File: config.mk
export PLATFORM = sky130hd
export DESIGN_NAME = dither_engine
export DESIGN_NICKNAME = d
export VERILOG_FILES = /design/src/rtl/dither_pkg.sv /design/src/rtl/dither_lane.sv /design/src/rtl/dither_out.sv /design/src/rtl/dither_engine.sv
export SDC_FILE = /design/constraint.sdc
export NUM_CORES = 1
export LEC_CHECK = 0
export ABC_AREA = 0
export BUFFER_PORTS_ARGS = -buffer_cell sky130_fd_sc_hd__buf_2
export CAP_MARGIN = 25
export CELL_PAD_IN_SITES_DETAIL_PLACEMENT = 1
export CELL_PAD_IN_SITES_GLOBAL_PLACEMENT = 1
export CORE_ASPECT_RATIO = 1.1
export CORE_MARGIN = 2
export CORE_UTILIZATION = 45
export DETAILED_ROUTE_END_ITERATION = 12
export PLACE_DENSITY = 0.8
export RECOVER_POWER = 100
export SLEW_MARGIN = 5
export SYNTH_ARGS = -nofsm -noshare
export SYNTH_HDL_FRONTEND = slang
export SYNTH_SLANG_ARGS = --single-unit
File: constraint.sdc
create_clock -name clk -period 8.7 [get_ports clk]
set_input_delay 1.74 -clock clk [delete_from_list [all_inputs] [get_ports clk]]
set_output_delay 1.74 -clock clk [all_outputs]
set_load 0.02 [all_outputs]
File: src/rtl/dither_pkg.sv
package dither_pkg;

    localparam int GRAY_W  = 4;
    localparam int LVL_CNT = 1 << GRAY_W;
    localparam int PAT_W   = 7;
    localparam int CNT_W   = 3;

    typedef struct packed {
        logic              valid;
        logic [GRAY_W-1:0] gray;
    } pix_req_t;

    typedef struct packed {
        logic valid;
        logic on;
    } pix_drive_t;

    // Sequence length per gray level.
    function automatic int lvl_len(input int g);
        case (g)
            1, 6, 8, 11, 14: return 7;
            2, 5, 9, 13:     return 5;
            3, 12:           return 4;
            4, 10:           return 3;
            7:               return 2;
            default:         return 1;
        endcase
    endfunction

    // On-count per sequence for each gray level.
    function automatic int lvl_num(input int g);
        case (g)
            1, 2, 3, 4, 7: return 1;
            5, 10:         return 2;
            6, 9, 12:      return 3;
            8, 13:         return 4;
            11:            return 5;
            14:            return 6;
            15:            return 1;
            default:       return 0;
        endcase
    endfunction

    // Evenly spread default sequence with lvl_num ones in lvl_len bits.
    function automatic logic [PAT_W-1:0] lvl_default(input int g);
        logic [PAT_W-1:0] p;
        int n;
        int k;
        p = '0;
        n = lvl_len(g);
        k = lvl_num(g);
        for (int i = 0; i < PAT_W; i++) begin
            if (i < n && (((i + 1) * k) / n) != ((i * k) / n)) begin
                p[i] = 1'b1;
            end
        end
        return p;
    endfunction

endpackage

File: src/rtl/dither_lane.sv
module dither_lane
    import dither_pkg::*;
#(
    parameter int LVL   = 1,
    parameter int COL_W = 11,
    parameter int N     = lvl_len(LVL)
) (
    input  logic             clk,
    input  logic             rst,
    input  logic             frame_start,
    input  logic             wr_en,
    input  logic [N-1:0]     wr_data,
    input  logic [COL_W-1:0] col,
    output logic             on_bit
);

    localparam logic [PAT_W-1:0] DEF_FULL = lvl_default(LVL);
    localparam logic [N-1:0]     DEF      = DEF_FULL[N-1:0];
    localparam logic [CNT_W-1:0] LAST     = CNT_W'(N - 1);
    localparam logic [COL_W:0]   LEN_W    = (COL_W + 1)'(N);

    logic [N-1:0]     shadow_q;
    logic [N-1:0]     active_q;
    logic [CNT_W-1:0] phase_q;
    logic [COL_W:0]   sum_w;
    logic [COL_W:0]   rem_w;

    always_ff @(posedge clk) begin
        if (rst) begin
            shadow_q <= DEF;
            active_q <= DEF;
            phase_q  <= '0;
        end else begin
            if (wr_en) begin
                shadow_q <= wr_data;
            end
            if (frame_start) begin
                active_q <= shadow_q;
                phase_q  <= (phase_q == LAST) ? '0 : phase_q + 1'b1;
            end
        end
    end

    assign sum_w = {1'b0, col} + {{(COL_W + 1 - CNT_W){1'b0}}, phase_q};
    assign rem_w = sum_w % LEN_W;

    always_comb begin
        on_bit = 1'b0;
        for (int i = 0; i < N; i++) begin
            if (rem_w == (COL_W + 1)'(i)) begin
                on_bit = active_q[i];
            end
        end
    end

endmodule

File: src/rtl/dither_out.sv
module dither_out
    import dither_pkg::*;
(
    input  logic               clk,
    input  logic               rst,
    input  pix_req_t           req,
    input  logic [LVL_CNT-1:0] lane_bits,
    output pix_drive_t         drv
);

    always_ff @(posedge clk) begin
        if (rst) begin
            drv <= '0;
        end else begin
            drv.valid <= req.valid;
            drv.on    <= req.valid & lane_bits[req.gray];
        end
    end

endmodule

File: src/rtl/dither_engine.sv
module dither_engine
    import dither_pkg::*;
#(
    parameter int COL_W = 11
) (
    input  logic             clk,
    input  logic             rst,
    input  logic             frame_start,
    input  logic             pix_valid,
    input  logic [3:0]       pix_gray,
    input  logic [COL_W-1:0] pix_col,
    input  logic             pat_wr,
    input  logic [3:0]       pat_sel,
    input  logic [6:0]       pat_data,
    output logic             out_valid,
    output logic             out_on
);

    logic [LVL_CNT-1:0] lane_bits;
    pix_req_t           req;
    pix_drive_t         drv;

    assign lane_bits[0]         = 1'b0;
    assign lane_bits[LVL_CNT-1] = 1'b1;

    for (genvar g = 1; g < LVL_CNT - 1; g++) begin : g_lane
        localparam int LEN = lvl_len(g);
        logic wr_hit;
        assign wr_hit = pat_wr && (pat_sel == GRAY_W'(g));

        dither_lane #(
            .LVL   (g),
            .COL_W (COL_W),
            .N     (LEN)
        ) u_lane (
            .clk         (clk),
            .rst         (rst),
            .frame_start (frame_start),
            .wr_en       (wr_hit),
            .wr_data     (pat_data[LEN-1:0]),
            .col         (pix_col),
            .on_bit      (lane_bits[g])
        );
    end

    assign req.valid = pix_valid;
    assign req.gray  = pix_gray;

    dither_out u_out (
        .clk       (clk),
        .rst       (rst),
        .req       (req),
        .lane_bits (lane_bits),
        .drv       (drv)
    );

    assign out_valid = drv.valid;
    assign out_on    = drv.on;

endmodule

==> summary.md <==
| Metric | Value |
|---|---|
| Initial antenna violation count | 1 |
| DRC Markers | 0 |
| Tmin final | 8470 ps |
| Slowest-stage cell, CP | a2111oi_2 |
| Vias per inst | 6.564 |
| Register area | 3684 um2 |
| Worst stage delay on the critical path | 830 ps |
| Pwr Density | 173.7 nW/um2 |
| Internal power | 2391 uW |
| Syn avg cell area | 7.603 um2 |
| Hold Path Class | flop to flop |
| Drt first pass iters | 5 |
| Setup TNS | 0 ps |
| Fill count | 6,003 |
| Combinational Power Share | 62.0% |
| Drt total wl | 87,170 um |
| Switching Fraction | 46.42% |
| Register area share after synthesis | 16.76% |
| Longest Clk Path Bufs | 2 |
| Part of the cycle the worst path needs | 97.35% |
| Vias in the first global route | 25.56k |
| Post-DP Area | 24,590 um2 |
| Most frequent cells in the layout | buf_4 (305), nand2_1 (284), nor2_1 (256), mux2i_1 (195), dfxtp_1 (184) |
| Violated checks | max-capacitance violations, max-slew violations |
| Floorplan Core Area | 48,030 um2 |
| Status | complete, but fails checks |
| Leak | 0.009951 uW |
| First-pass GRT wire length | 137,700 um |
| Worst-path clk slew | 80 ps |
| Met1 WL | 37,600 um |
| Inserted Diodes | 0 |
| Yosys warnings | 0 |
| Total power | 4463 uW |
| Setup crit end kind | flop |
| Hold depth | 2 |
| Crit path DAT | 8890 ps |
| Netlist cell types | 136 |
| Skew-Pair Late Insertion Delay | 460 ps |
| Clock share of power | 18.2% |
| Fmax | 118.1 MHz |
| Max-cap violations | 6 |
| Layout cells sized above 1 | 17.98% |
| R2R Setup Slk | 1520 ps |
| Layout area overhead | 16.92% |
| TritonCTS buffer count | 17 |
| First DRT Iteration DRCs | 1,868 |
| Sequential power share | 19.8% |
| Critical path class | input port to flop |
| R2R depth | 26 |
| Syn Nets | 3,008 |
| Antenna viol nets, final | 0 |
| DR vias | 24.82k |
| Hold Vio Cnt, Final | 0 |
| Post-route cell area | 25,700 um2 |
| H-tree depth | 4 |
| Post-synth EDFFs | 0 |
| Row cnt | 84 |
| Worst slew pin tran | 3831 ps |
| Most used cell, CP | ha_1 |
| Fin Clk Skew | 10.52 ps |
| Setup-failing EPs final | 0 |
| Max_slew headroom | -155.4% |
| Met2 wire len | 42,280 um |
| GP Congestion | 0.9554 |
| Die Ht | 235.8 um |
| Synth Cell Area | 21,980 um2 |
| Crit path max fanout | 9 |
| Initial Util | 45.76% |
| Worst EP required | 9120 ps |
| CTS tree | yes |
| Max-slew violations | 328 |
| Fin nets | 3,241 |
| Largest net degree at the start of global routing | 84 |
| Synth Register Bits | 184 |
| Commonest non-fill, non-tap cell in the layout | buf_4 |
| Dominant synthesized flop cell | dfxtp_1 |
| Area occupied by multi-input gates | 17,700 um2 |
| Total global-route track usage | 32.88% |
| Root Buffer | clkbuf_16 |
| Die Span X | 214.7 um |
| Top sig layer | met4 |
| Number of top-level pins | 33 |
| Clock sinks | 184 |
| Die Footprint | 50,630 um2 |
| Syn Inst Count | 2,891 |
| Metal3 WL | 3862 um |
| Port bufs | 32 |
| Final HPWL DP | 65,240 um |
| Max IR drop VDD | 0.1711 mV |
| Remaining Overflow, GRT | 0 |
| Sw power | 2072 uW |
| Crit start category | input port |
| Share of flip-flops with an asynchronous set or reset | 0% |
| DR WL/cell | 23.05 um |
synthesized netlist by cell type (all sizes together) (30+ instances only):
library cell	count	area [um2]
and2	44	275.3
ha	75	938.4
o21ai	168	863.3
or3	30	192.7
buf	51	330.3
a31oi	45	287.8
a21oi	171	897.1
xor2	41	359.1
xnor2	155	1429
nor3	104	546.8
and3	34	212.7
nand2	286	1076
inv	91	341.6
clkbuf	81	304.0
nand3	110	560.5
nor4	38	277.8
mux2i	200	2018
nand2b	40	250.2
dfxtp	184	3684
a21o	33	247.7
o211ai	53	426.7
nor2	259	974.7
a211oi	72	595.6
registers in the layout, summed over array words and instances, names as in the netlist:
signal,flops
g_lane.u_lane.active_q,71
g_lane.u_lane.shadow_q,71
g_lane.u_lane.phase_q,40
u_out.drv,2
worst max-delay path, delay by kind of cell:
| kind | cells | cell delay [ps] |
|---|---|---|
| buffers and inverters | 4 | 670 |
| AND/OR/NAND/NOR | 7 | 1960 |
| multiplexers | 1 | 320 |
| AO/OA/AOI/OAI | 12 | 3050 |
| adder cells (fa/ha/maj) | 4 | 1090 |
worst paths after layout:
kind / start / endpoint
setup / recovery: pix_col[0] / u_out.drv[0]
hold / removal: g_lane[13].u_lane.shadow_q[2] / g_lane[13].u_lane.active_q[2]
setup reg to reg: g_lane[4].u_lane.phase_q[0] / u_out.drv[0]
hold reg to reg: g_lane[13].u_lane.shadow_q[2] / g_lane[13].u_lane.active_q[2]
power groups by stage:
stage | Combinational (uW) | Clock, uW | Sequential [uW]
4_1_cts | 2630 | 814 | 883
3_5_place_dp | 2590 | 0 | 902
3_3_place_gp | 2450 | 0 | 900
2_1_floorplan | 1720 | 0 | 896
6_report | 2770 | 812 | 884
5_1_grt | 2980 | 853 | 886
logic make-up after synthesis:
family	count (synthesis)	synth area share (%)
AND/OR/NAND/NOR	1046	23.41
AO/OA/AOI/OAI	927	31.09
adder cells (fa/ha/maj)	91	5.510
multiplexers	224	10.67
XOR/XNOR	196	8.134
flip-flops	184	16.76
buffers and inverters	223	4.440
stage by stage:
stage          setup WS (ps)  util, %  hold WS (ps)  cells
2_1_floorplan          209.2        -         434.4   2891
6_report               230.2    53.51         485.0   3781
3_5_place_dp          -533.8    51.19         461.9   3731
4_1_cts                1.474    52.50         489.1   3762
3_3_place_gp          -224.8    51.19         450.0   3731
5_1_grt               -104.3    53.51         517.1   3781
metal layers:
layer,vias to the layer above,track usage (%)
met1,12400,41.27
met4,0,13.97
met2,734,57.00
met3,215,3.520
met5,-,0
li1,11470,-
layout make-up:
class | count | area share, %
multi-input combinational | 2484 | 68.89
sequential | 184 | 14.33
clock inverter | 14 | 0.7010
inverter | 91 | 1.329
tap | 645 | 3.140
timing repair buffer | 346 | 9.956
clock buffer | 17 | 1.655
timing repair:
item,CTS,global route
pin swaps,0,16
hold buffers,0,0
buffers inserted,0,18
setup endpoints to repair,1,1
gates resized for setup,5,75
Note: power is estimated with default switching activity, not from simulation.
